==> src/rtl/cft_pkg.sv <==
package cft_pkg;

  typedef enum logic [1:0] {
    CAUSE_NONE  = 2'd0,
    CAUSE_LVL1  = 2'd1,
    CAUSE_LVL2  = 2'd2,
    CAUSE_SHORT = 2'd3
  } cause_t;

  // a scale of zero behaves as one
  function automatic int unsigned eff_scale(input int unsigned s);
    return (s == 0) ? 1 : s;
  endfunction

  function automatic int unsigned tier_limit(input int unsigned base, input int unsigned s);
    return base * eff_scale(s);
  endfunction

  function automatic int unsigned umax(input int unsigned a, input int unsigned b);
    return (a > b) ? a : b;
  endfunction

endpackage

==> src/rtl/cft_tick_window.sv <==
// Counts timebase ticks while run is high; done pulses on the tick that
// completes limit ticks. Dropping run discards the count.
module cft_tick_window #(
  parameter int CNT_W = 8
) (
  input  logic             clk,
  input  logic             rst_n,
  input  logic             tick,
  input  logic             run,
  input  logic [CNT_W-1:0] limit,
  output logic             done
);
  logic [CNT_W-1:0] cnt;
  logic             last;

  assign last = ({1'b0, cnt} + {{CNT_W{1'b0}}, 1'b1}) >= {1'b0, limit};
  assign done = run & tick & last;

  always_ff @(posedge clk or negedge rst_n) begin
    if (!rst_n)        cnt <= '0;
    else if (!run)     cnt <= '0;
    else if (done)     cnt <= '0;
    else if (tick)     cnt <= cnt + 1'b1;
  end

  // an idle window starts from zero
  p_idle_clear_r7: assert property (@(posedge clk) disable iff (!rst_n)
    !run |=> (cnt == '0));

  // only ticks advance the count
  p_hold_between_ticks_r2: assert property (@(posedge clk) disable iff (!rst_n)
    (run && !tick) |=> (cnt == $past(cnt)));
endmodule

==> src/rtl/cft_cause_pick.sv <==
// Fixed-priority choice among tiers completing on the same tick.
module cft_cause_pick
  import cft_pkg::*;
(
  input  logic [2:0] done,
  output cause_t     pick,
  output logic       any
);
  assign any = |done;

  always_comb begin
    if (done[2])      pick = CAUSE_SHORT;
    else if (done[1]) pick = CAUSE_LVL2;
    else if (done[0]) pick = CAUSE_LVL1;
    else              pick = CAUSE_NONE;
  end

  // a reported pick always comes from a completing tier
  p_pick_valid_r8: assert final ((pick == CAUSE_NONE) == !any);
endmodule

==> src/rtl/cur_fault_timer.sv <==
module cur_fault_timer
  import cft_pkg::*;
#(
  parameter int unsigned SCALE_W     = 4,
  parameter int unsigned BASE_L1_US  = 100000,
  parameter int unsigned BASE_L2_US  = 10000,
  parameter int unsigned SHORT_US    = 350,
  parameter int unsigned DSG_REL_US  = 1024000,
  parameter int unsigned CHG_DET_US  = 1024000,
  parameter int unsigned CHG_REL_US  = 128000
) (
  input  logic               clk,
  input  logic               rst_n,
  input  logic               tick_us_i,
  input  logic               dsg_lvl1_i,
  input  logic               dsg_lvl2_i,
  input  logic               dsg_short_i,
  input  logic               chg_oc_i,
  input  logic [SCALE_W-1:0] delay_scale_i,
  output logic               dsg_inhibit_o,
  output logic               chg_inhibit_o,
  output logic [1:0]         fault_cause_o
);
  localparam int unsigned SCALE_MAX = (1 << SCALE_W) - 1;
  localparam int unsigned PEAK = umax(umax(BASE_L1_US * SCALE_MAX, BASE_L2_US * SCALE_MAX),
                                      umax(umax(SHORT_US, DSG_REL_US), umax(CHG_DET_US, CHG_REL_US)));
  localparam int CNT_W = $clog2(PEAK + 1);

  logic [2:0]       dsg_flag;
  logic [CNT_W-1:0] tier_lim [3];
  logic [2:0]       tier_done;
  int unsigned      scale_u;
  cause_t           pick;
  logic             any_done;
  logic             dsg_fault, chg_fault;
  cause_t           cause_q;
  logic             dsg_quiet, dsg_rel_done, chg_det_done, chg_rel_done;

  assign dsg_flag  = {dsg_short_i, dsg_lvl2_i, dsg_lvl1_i};
  assign dsg_quiet = (dsg_flag == 3'b000);
  assign scale_u   = 32'(delay_scale_i);

  assign tier_lim[0] = CNT_W'(tier_limit(BASE_L1_US, scale_u));
  assign tier_lim[1] = CNT_W'(tier_limit(BASE_L2_US, scale_u));
  assign tier_lim[2] = CNT_W'(SHORT_US);

  for (genvar t = 0; t < 3; t++) begin : g_tier
    cft_tick_window #(.CNT_W(CNT_W)) u_win (
      .clk   (clk),
      .rst_n (rst_n),
      .tick  (tick_us_i),
      .run   (dsg_flag[t] & ~dsg_fault),
      .limit (tier_lim[t]),
      .done  (tier_done[t])
    );
  end

  cft_cause_pick u_pick (
    .done (tier_done),
    .pick (pick),
    .any  (any_done)
  );

  cft_tick_window #(.CNT_W(CNT_W)) u_dsg_rel (
    .clk   (clk),
    .rst_n (rst_n),
    .tick  (tick_us_i),
    .run   (dsg_fault & dsg_quiet),
    .limit (CNT_W'(DSG_REL_US)),
    .done  (dsg_rel_done)
  );

  cft_tick_window #(.CNT_W(CNT_W)) u_chg_det (
    .clk   (clk),
    .rst_n (rst_n),
    .tick  (tick_us_i),
    .run   (chg_oc_i & ~chg_fault),
    .limit (CNT_W'(CHG_DET_US)),
    .done  (chg_det_done)
  );

  cft_tick_window #(.CNT_W(CNT_W)) u_chg_rel (
    .clk   (clk),
    .rst_n (rst_n),
    .tick  (tick_us_i),
    .run   (chg_fault & ~chg_oc_i),
    .limit (CNT_W'(CHG_REL_US)),
    .done  (chg_rel_done)
  );

  always_ff @(posedge clk or negedge rst_n) begin
    if (!rst_n) begin
      dsg_fault <= 1'b0;
      cause_q   <= CAUSE_NONE;
    end else if (!dsg_fault && any_done) begin
      dsg_fault <= 1'b1;
      cause_q   <= pick;
    end else if (dsg_fault && dsg_rel_done) begin
      dsg_fault <= 1'b0;
      cause_q   <= CAUSE_NONE;
    end
  end

  always_ff @(posedge clk or negedge rst_n) begin
    if (!rst_n)                        chg_fault <= 1'b0;
    else if (!chg_fault && chg_det_done) chg_fault <= 1'b1;
    else if (chg_fault && chg_rel_done)  chg_fault <= 1'b0;
  end

  assign dsg_inhibit_o = dsg_fault;
  assign chg_inhibit_o = chg_fault;
  assign fault_cause_o = cause_q;

  p_cause_tracks_fault_r3: assert property (@(posedge clk) disable iff (!rst_n)
    dsg_fault == (cause_q != CAUSE_NONE));

  p_set_from_flag_r2: assert property (@(posedge clk) disable iff (!rst_n)
    $rose(dsg_fault) |-> $past(dsg_flag != 3'b000));

  p_clear_when_quiet_r5: assert property (@(posedge clk) disable iff (!rst_n)
    $fell(dsg_fault) |-> $past(dsg_quiet));

  p_cause_hold_r12: assert property (@(posedge clk) disable iff (!rst_n)
    (dsg_fault && $past(dsg_fault)) |-> (cause_q == $past(cause_q)));

  p_chg_from_flag_r9: assert property (@(posedge clk) disable iff (!rst_n)
    $rose(chg_fault) |-> $past(chg_oc_i));
endmodule

==> config.mk <==
export PLATFORM = sky130hd
export DESIGN_NAME = cur_fault_timer
export DESIGN_NICKNAME = d
export VERILOG_FILES = /design/src/rtl/cft_pkg.sv /design/src/rtl/cft_tick_window.sv /design/src/rtl/cft_cause_pick.sv /design/src/rtl/cur_fault_timer.sv
export SDC_FILE = /design/constraint.sdc
export NUM_CORES = 1
export LEC_CHECK = 0
export BUFFER_PORTS_ARGS = -buffer_cell sky130_fd_sc_hd__buf_2
export CAP_MARGIN = 20
export CORE_MARGIN = 10
export CORE_UTILIZATION = 45
export DETAILED_ROUTE_END_ITERATION = 7
export PLACE_DENSITY_LB_ADDON = 0.12
export SLEW_MARGIN = 20
export SYNTH_ARGS = -nofsm -noshare
export SYNTH_HDL_FRONTEND = slang
export SYNTH_SLANG_ARGS = --single-unit
==> constraint.sdc <==
create_clock -name clk -period 3.6 [get_ports clk]
set_input_delay 0.72 -clock clk [delete_from_list [all_inputs] [get_ports clk]]
set_output_delay 0.72 -clock clk [all_outputs]
set_load 0.01 [all_outputs]
==> metrics, run 1 <==
CP Capture Type flop; failing checks negative setup slack; clock skew 11.7 ps; Async S/R FF share, synth 100%; Via density 5.60; syn_nets 1,149; crit-path max cell delay 310 ps; CTS Buffer Depth 2; synthesized area per cell 8.64 um^2; fin crit share 123%; EDFF count, synth 0; maxcap violations 0; largest fanout on the critical path 6; post-synth cell types 78; gate count of the mapped netlist 1,066; Slew Viols, Final 0; CP Launch Type input port; most common cell in the netlist nand2_1; #FFs+latches synth 130; worst-margin pin slew 884 ps; delay-heaviest family, CP compound AO/OA/AOI/OAI gates; 1st-iter DRT viols 470; Hold Buf Count CTS 0; full die area 26,600 um^2; Synth area leader dfrtp_1; Seq/Total Area, Yosys 35.3%; LEAKAGE 4.92 nW; Detailed Route WL 21,700 um; max_slew headroom 41.1%; Synth area leaders dfrtp_1 35%, ha_1 9.4%, nand2_1 5.9%; layout cells sized above 1 17.8%; DP Wirelength 15,100 um; IO Port Bufs 14; CTS Sinks 130; Worst Slack Setup Final -818 ps; Initial DRT Pass Iterations 7; Final min period 4420 ps; Crit Path Class in2reg; P per Cell Area 328 nW/um^2; Placer Congestion 0.851; GRT Total Usage 16.5%; Root Driver clkbuf_16; Yosys top cell area share 35.3%; ant diodes 0; Worst-path clk slew 60 ps; Initial Util 45.7%; VDD IR max 346 uV; total number of vias 7,962; first-pass GRT wire length 37,000 um; Die H 163 um; total chip power 3.58 mW; Final Hold Vio Count 0; initial antenna violation count 0; Critical Path RT 3930 ps; cell mode on critical path ha_4; RSZ-0062 raised after global routing true; Critical path buffers and inverters 5; worst hold path type in2async; Die Span X 163 um; Post-Syn Area 9210 um^2; status finished with violations; nets 1,224; # rows 52; area grow syn2layout 18.6%; crit path max-delay cell type ha_1; Num CTS Buffers 17; list of most frequent post-synthesis cells 145 x nand2_1, 130 x dfrtp_1, 69 x ha_1, 64 x nor2_1, 59 x a21oi_1; # IOs 15; WL per Instance 15.3 um; TritonCTS clock tree done; Yosys warnings 0; arrival time at the worst endpoint 4750 ps; utilization after layout 54.1%; total grt overflow 0; Synth Flop Type dfrtp_1; vias in the first global route 7,517; DR DRC count 0; core area 20,200 um^2; post-detailed-route count of antenna-violating nets 0; H-tree depth reported by CTS 4; Final setup viols 42; Peak Freq 226 MHz; largest net degree at the start of global routing 76; worst-skew pair later-pin latency 420 ps
sequential cells by signal, summed over array words and instances (netlist names):
name / count
u_dsg_rel.cnt: 21
chg_inhibit_o: 1
dsg_inhibit_o: 1
u_chg_rel.cnt: 21
g_tier.u_win.cnt: 63
fault_cause_o: 2
u_chg_det.cnt: 21
through the flow:
| stage | worst slack, ps | hold WS, ps | setup TNS, ps | cells | cell area (um^2) |
|---|---|---|---|---|---|
| after global placement | -1310 | 470 | -47400 | 1375 | 10000 |
| after detailed placement | -1400 | 478 | -50510 | 1375 | 10000 |
| after floorplan | -1100 | 424 | -36570 | 1066 | 9290 |
| after CTS | -863 | 351 | -28470 | 1420 | 10800 |
| after global routing | -1050 | 366 | -38780 | 1423 | 10900 |
| final | -818 | 308 | -29530 | 1423 | 10900 |
layout make-up:
class / count / area, um^2
fill: 1878 / 9250
multi-input combinational: 856 / 5840
sequential: 130 / 3250
timing repair buffer: 106 / 833
clock buffer: 19 / 453
tap: 270 / 338
inverter: 30 / 119
clock inverter: 12 / 85.1
power by group:
group | switching (mW) | internal (mW)
sequential | 0.0141 | 1.47
clock | 0.670 | 0.913
combinational | 0.269 | 0.246
logic make-up (layout without fill, tap and decap cells):
family	after synthesis	after routing	synth area share, %
and+or+nand+nor	465	465	26.3
AOI/OAI and AO/OA	255	255	18.3
DFF	130	130	35.3
buffers and inverters	80	167	3.84
adders and majority gates	72	72	10.0
xor gates and xnor gates	57	57	5.42
muxes	7	7	0.815
timing repair:
action                                  in CTS  in global routing
resized for setup                           32                 26
pin swaps                                   28                 22
buffers inserted                            16                  3
endpoints found under the setup margin      42                 42
cells in the final DEF, fill, tap and decap left out, types with 35 or more instances in the layout:
cell type and instances:
o21ai_0 36, o21ai_1 35, dfrtp_1 130, nand3_1 45
buf_4 82, nand4_1 49, and3_1 35, ha_1 58
a21oi_1 48, nand2_1 142, nor2_1 61
worst paths after layout:
path	startpoint	to	slack, ps	cells past startpoint
max	delay_scale_i[2]	g_tier[0].u_win.cnt[3]	-820	28
min	rst_n	u_chg_rel.cnt[12]	310	1
max reg2reg	g_tier[0].u_win.cnt[3]	g_tier[0].u_win.cnt[3]	180	14
min reg2reg	u_chg_rel.cnt[16]	u_chg_rel.cnt[16]	490	1
max in group asynchronous	rst_n	g_tier[1].u_win.cnt[9]	2500	2
min in group clk	u_chg_rel.cnt[16]	u_chg_rel.cnt[16]	490	1
routing by layer:
metal | vias to the layer above | global-route usage [%] | wire length [um]
li1 | 4046 | - | -
met3 | 20 | 2.79 | 638
met1 | 3781 | 23.2 | 10800
met4 | 0 | 4.30 | 303
met2 | 115 | 25.9 | 9930
met5 | - | 0 | 0
No activity file was read; power rests on OpenSTA's default activity.
==> inputs of run 2 (changes only) <==
CELL_PAD_IN_SITES_DETAIL_PLACEMENT = 1   (was not set)
CELL_PAD_IN_SITES_GLOBAL_PLACEMENT = 2   (was not set)
CORE_UTILIZATION = 36   (was 45)
==> run 2 against run 1 <==
The flow still finishes with violations (negative setup slack); critical path depth up 1; total power up 6.1%; clock-buffer cell count down 1; clock power up 9%; critical path type unchanged; critical endpoint is now g_tier[0].u_win.cnt[4]; largest power group unchanged.
==> metrics, run 2 (synthesis gave the netlist of run 1 again) <==
Worst-path clk slew 70 ps (about the same); DP Wirelength 18,100 um (+20%); combinational power share 15.6% (+1.2 points); CP Launch Type input port; arrival time at the worst endpoint 4920 ps (+170 ps); worst hold path type in2async; LEAKAGE 5.07 nW (+3.0%); Switch Pwr 1.07 mW (+12%); status finished with violations; total grt overflow 0 (unchanged); Layout fillers 2,940 (+57%); max reg flops 63 (unchanged); # IOs 15 (unchanged); largest fanout on the critical path 7 (+1); worst-margin pin slew 990 ps (+106 ps); max_slew headroom 33.8% (-7.3 points); maxcap violations 0 (unchanged); setup TNS -31,500 ps (-1970 ps); Initial Util 36.6% (-9.1 points); Crit Path Class in2reg; full die area 32,400 um^2 (+22%); VDD IR max 224 uV (-35%); Initial DRT Pass Iterations 4 (-3); clock power share 45.4% (+1.2 points); worst reg-to-reg path cell count 16 (+2); IO Port Bufs 14 (unchanged); clock skew 16.4 ps (+4.70 ps); # rows 58 (+12%); WL per Instance 17.4 um (+14%); Reg power frac 39.0% (-2.4 points); Die Span X 180 um (+10%); Final setup viols 42 (unchanged); reg2reg end g_tier[0].u_win.cnt[4]; Biggest register g_tier.u_win.cnt; core area 25,200 um^2 (+25%); largest net degree at the start of global routing 73 (-3.9%); GRT Total Usage 15.9% (-0.62 points); RR Startpoint g_tier[0].u_win.cnt[0]; CTS Sinks 130 (unchanged); fin crit share 128% (+5.6 points); Num CTS Buffers 17 (unchanged); Slew Viols, Final 0 (unchanged); Detailed Route WL 26,200 um (+21%); H-tree depth reported by CTS 4 (unchanged); nets 1,242 (+1.5%); RSZ-0062 raised after global routing true; CP Capture Type flop; Worst Slack Setup Final -1020 ps (-200 ps); Via density 5.49 (-1.8%); Die H 180 um (+10%); total number of vias 8,251 (+3.6%); DR DRC count 0 (unchanged); Switching Fraction 28.1% (+1.5 points); commonest non-fill, non-tap cell in the layout nand2_1; Root Driver clkbuf_16; final cell count without fillers 1,502 (+5.6%); Final min period 4620 ps (+200 ps); crit path max-delay cell type ha_4; TritonCTS clock tree done; P per Cell Area 334 nW/um^2 (+1.9%); Final Hold Vio Count 0 (unchanged); utilization after layout 45.2% (-9.0 points); area grow syn2layout 23.5%; layout cells sized above 1 20.6% (+2.8 points); Placer Congestion 0.799 (-6.1%); 1st-iter DRT viols 405 (-14%); worst-skew pair later-pin latency 430 ps (about the same); Peak Freq 217 MHz (-4.3%); placed cells 1,447 (+5.2%); Critical Path RT 3900 ps (-30 ps); initial antenna violation count 0 (unchanged); failing checks negative setup slack; ant diodes 0 (unchanged); Worst Setup EP g_tier[0].u_win.cnt[4]; vias in the first global route 8,547 (+14%); commonest cells after routing, fill and taps aside 142 x nand2_1, 130 x dfrtp_1, 96 x buf_4; post-detailed-route count of antenna-violating nets 0 (unchanged); Int Power 2.73 mW (+4.0%); first-pass GRT wire length 44,100 um (+19%); CTS Buffer Depth 2 (unchanged); crit-path max cell delay 280 ps (-30 ps); r2r setup slk -20 ps (-200 ps); CP startpoint delay_scale_i[2]; cell mode on critical path ha_4
[run 2: changes by cell type in the layout (fill, tap and decap cells not counted), moves of 2 or more]
cell        previous run  this run
buf_4                 82        96
buf_6                 10        13
clkinv_4               2         4
clkinvlp_4             5         2
ha_1                  58        52
ha_4                   8        14
inv_1                 26        24
inv_2                  2         4
nand3_1               45        43
nand3_2                2         4
o31ai_1               14        12
o31ai_2                2         4
[run 2: worst max-delay path, delay by kind of cell]
family / cells / cell delay, ps
AO/OA/AOI/OAI: 9 / 1460
AND/OR/NAND/NOR: 7 / 860
adder cells (fa/ha/maj): 5 / 950
buffers and inverters: 6 / 660
XOR/XNOR: 2 / 250
[run 2: how the worst min path moves through the flow]
stage	slack, ps	cells past startpoint	start	end
after floorplan	420	0	rst_n	chg_inhibit_o
after global placement	470	1	u_chg_rel.cnt[20]	u_chg_rel.cnt[20]
after detailed placement	480	1	u_chg_rel.cnt[16]	u_chg_rel.cnt[16]
after CTS	350	1	rst_n	u_chg_rel.cnt[12]
after global routing	380	1	rst_n	u_chg_rel.cnt[12]
final	300	1	rst_n	u_chg_rel.cnt[12]
[run 2: what timing repair did]
action | in CTS | in global routing
gates resized for setup | 44 | 38
buffers inserted | 16 | 11
hold buffers | 0 | 0
gates cloned | 0 | 1
pin swaps | 19 | 38
endpoints found under the setup margin | 42 | 42
[run 2: layout make-up]
type / count / area, um^2 / area share [%]
inverters: 30 / 119 / 1.05
multi-input cells: 856 / 6000 / 52.8
flip-flops and latches: 130 / 3250 / 28.6
well taps: 330 / 413 / 3.63
clock inverters: 14 / 130 / 1.14
repair buffers: 124 / 1010 / 8.90
clock buffers: 18 / 439 / 3.86
[run 2: per-stage QoR]
step	setup slack, ps	power [mW]	instance area [um^2]	hold WS [ps]
final	-1020	3.80	11400	305
after global routing	-1250	3.98	11400	376
after CTS	-1020	3.79	11100	346
after detailed placement	-1570	1.99	10200	479
after global placement	-1370	1.98	10200	474
after floorplan	-1100	1.77	9290	424
[run 2: power by group through the flow]
| stage | sequential, mW | combinational [mW] | clock, mW |
|---|---|---|---|
| floorplan | 1.51 | 0.260 | 0 |
| global placement | 1.51 | 0.473 | 0 |
| detailed placement | 1.51 | 0.484 | 0 |
| CTS | 1.48 | 0.539 | 1.77 |
| global route | 1.48 | 0.660 | 1.84 |
| finish | 1.48 | 0.594 | 1.72 |
[run 2: metal layers]
metal	global-route usage, %	routed length, um
met1	21.6	13000
met2	26.0	12400
met3	2.07	427
met4	4.27	314
met5	0	0
==> inputs of run 3 (changes only) <==
CORE_UTILIZATION = 37   (was 36)
CTS_BUF_LIST = sky130_fd_sc_hd__clkbuf_4 sky130_fd_sc_hd__clkbuf_8   (was not set)
TNS_END_PERCENT = 50   (was not set)
==> run 3 against run 2 <==
The flow still finishes with violations (negative setup slack); global-route usage is 0.62 points higher; maximum frequency grew 2.8%; combinational power shrank 6.2%; sequential share of layout area up 0.79 points; hold slack worse by 37 ps; critical path depth unchanged; register-to-register slack improved by 100 ps; via count shrank 0.39%; die area fell by 2.4%; cell count is 0.27% lower; critical endpoint unchanged; largest cell class unchanged.
==> metrics, run 3 (synthesis gave the netlist of run 1 again) <==
P per Cell Area 304 nW/um^2 (-9.0%); CTS Buffer Depth 2 (unchanged); H-tree depth reported by CTS 4 (unchanged); Slew Viols, Final 0 (unchanged); worst-skew pair later-pin latency 460 ps (+30 ps); Final setup viols 42 (unchanged); Root Driver clkbuf_8; Placer Congestion 0.814 (+1.9%); Met2 Routed Length 12,400 um (-0.38%); Die H 178 um (-1.2%); worst hold path type in2async; final cell count without fillers 1,498 (-0.27%); nets 1,244 (+0.16%); Detailed Route WL 25,800 um (-1.7%); crit path max-delay cell type ha_1; maxcap violations 0 (unchanged); Biggest register g_tier.u_win.cnt; Layout fillers 2,871 (-2.3%); Final Hold Vio Count 0 (unchanged); # IOs 15 (unchanged); delay-heaviest family, CP compound AO/OA/AOI/OAI gates; VDD IR max 199 uV (-11%); LEAKAGE 4.96 nW (-2.1%); DP Wirelength 17,900 um (-1.4%); Initial Util 37.8% (+1.2 points); placed cells 1,435 (-0.83%); Initial DRT Pass Iterations 5 (+1); cell mode on critical path buf_4; 1st-iter DRT viols 455 (+12%); max_slew headroom 35.5% (+1.7 points); Crit Path Class in2reg; largest net degree at the start of global routing 71 (-2.7%); Final min period 4490 ps (-124 ps); commonest cells after routing, fill and taps aside 144 x nand2_1, 130 x dfrtp_1, 103 x buf_4; arrival time at the worst endpoint 4820 ps (-100 ps); failing checks negative setup slack; largest fanout on the critical path 4 (-3); commonest non-fill, non-tap cell in the layout nand2_1; Die Span X 178 um (-1.2%); final instance area 11,100 um^2 (-2.7%); total number of vias 8,219 (-0.39%); pre-CTS setup slack -1530 ps (+39.0 ps); Via density 5.49 (-0.12%); Worst Slack Setup Final -894 ps (+124 ps); CTS Sinks 130 (unchanged); max reg flops 63 (unchanged); WL per Instance 17.2 um (-1.4%); ant diodes 0 (unchanged); fin crit share 125% (-3.4 points); Num CTS Buffers 17 (unchanged); layout cells sized above 1 19.6% (-0.97 points); CP Capture Type flop; total grt overflow 0 (unchanged); # rows 57 (-1.7%); highest routed layer met4; DR DRC count 0 (unchanged); post-detailed-route count of antenna-violating nets 0 (unchanged); M1 wire length 12,900 um (-1.4%); crit-path max cell delay 290 ps (about the same); utilization after layout 45.4% (+0.22 points); IO Port Bufs 14 (unchanged); clock skew 25.2 ps (+8.87 ps); status finished with violations; Hold Buf Count CTS 0 (unchanged); TritonCTS clock tree done; RSZ-0062 raised after global routing true; area grow syn2layout 20.2%; worst-margin pin slew 964 ps (-26.0 ps); GRT Total Usage 16.5% (+0.62 points); core area 24,400 um^2 (-3.1%); CP Launch Type input port; Critical Path RT 3920 ps (+20 ps); Critical path buffers and inverters 8 (+2); initial antenna violation count 0 (unchanged); Peak Freq 222 MHz (+2.8%); Placed Area 10,100 um^2 (-0.64%); first-pass GRT wire length 43,400 um (-1.6%); Worst-path clk slew 90 ps (+20 ps); met3 routed WL 338 um (-21%); full die area 31,600 um^2 (-2.4%); vias in the first global route 8,560 (+0.15%)
==> run 3: changes by cell type in the layout (fill, tap and decap cells not counted), moves of 3 or more <==
cell	change
ha_4	-3
buf_6	-3
clkbuf_8	+19
clkinv_4	-3
buf_4	+7
ha_1	+5
clkinvlp_4	+3
clkbuf_16	-18
==> run 3: routing by layer <==
layer	GRT usage [%]	vias up
met1	22.4	4102
li1	-	4064
met3	2.80	12
met5	0	-
met4	3.06	0
met2	27.3	41
==> run 3: power breakdown <==
part | switching (mW) | internal [mW] | total, mW
combinational | 0.296 | 0.261 | 0.557
sequential | 0.0127 | 1.47 | 1.48
clock | 0.646 | 0.682 | 1.33
==> run 3: worst reg2reg max path, delay by kind of cell, from the launching register on <==
kind,cells,cell delay [ps]
AND/OR/NAND/NOR,6,1320
XOR/XNOR,1,320
AO/OA/AOI/OAI,5,830
adder cells (fa/ha/maj),2,490
flip-flops,1,440
==> run 3: per-stage QoR <==
stage	TNS, ps	hold slack (ps)	power (mW)
after floorplan	-36930	424	1.77
after global placement	-48880	472	1.97
after detailed placement	-53640	471	1.98
after CTS	-30250	289	3.37
after global routing	-40320	307	3.54
final	-32110	267	3.37
==> run 3: final cells by class <==
type / instances / area (um^2) / area share (%)
Sequential cell: 130 / 3250 / 29.4
Clock inverter: 11 / 126 / 1.14
Multi-Input combinational cell: 856 / 5900 / 53.4
Inverter: 30 / 119 / 1.07
Clock buffer: 21 / 283 / 2.56
Timing Repair Buffer: 126 / 976 / 8.82
Tap cell: 324 / 405 / 3.66
==> run 3: repair_timing <==
action / CTS / global route
pin swaps: 18 / 37
gates resized for setup: 30 / 32
buffers inserted: 28 / 5
setup endpoints to repair: 42 / 42
==> run 3: worst paths after layout <==
check / start / end / slack (ps) / cells past startpoint
hold / removal: rst_n / u_chg_rel.cnt[12] / 270 / 1
hold reg to reg: u_chg_rel.cnt[16] / u_chg_rel.cnt[16] / 490 / 1
max in group asynchronous: rst_n / g_tier[2].u_win.cnt[20] / 2500 / 2
setup / recovery: delay_scale_i[2] / g_tier[0].u_win.cnt[4] / -890 / 29
setup reg to reg: g_tier[1].u_win.cnt[0] / dsg_inhibit_o / 80 / 14
min in group clk: u_chg_rel.cnt[16] / u_chg_rel.cnt[16] / 490 / 1
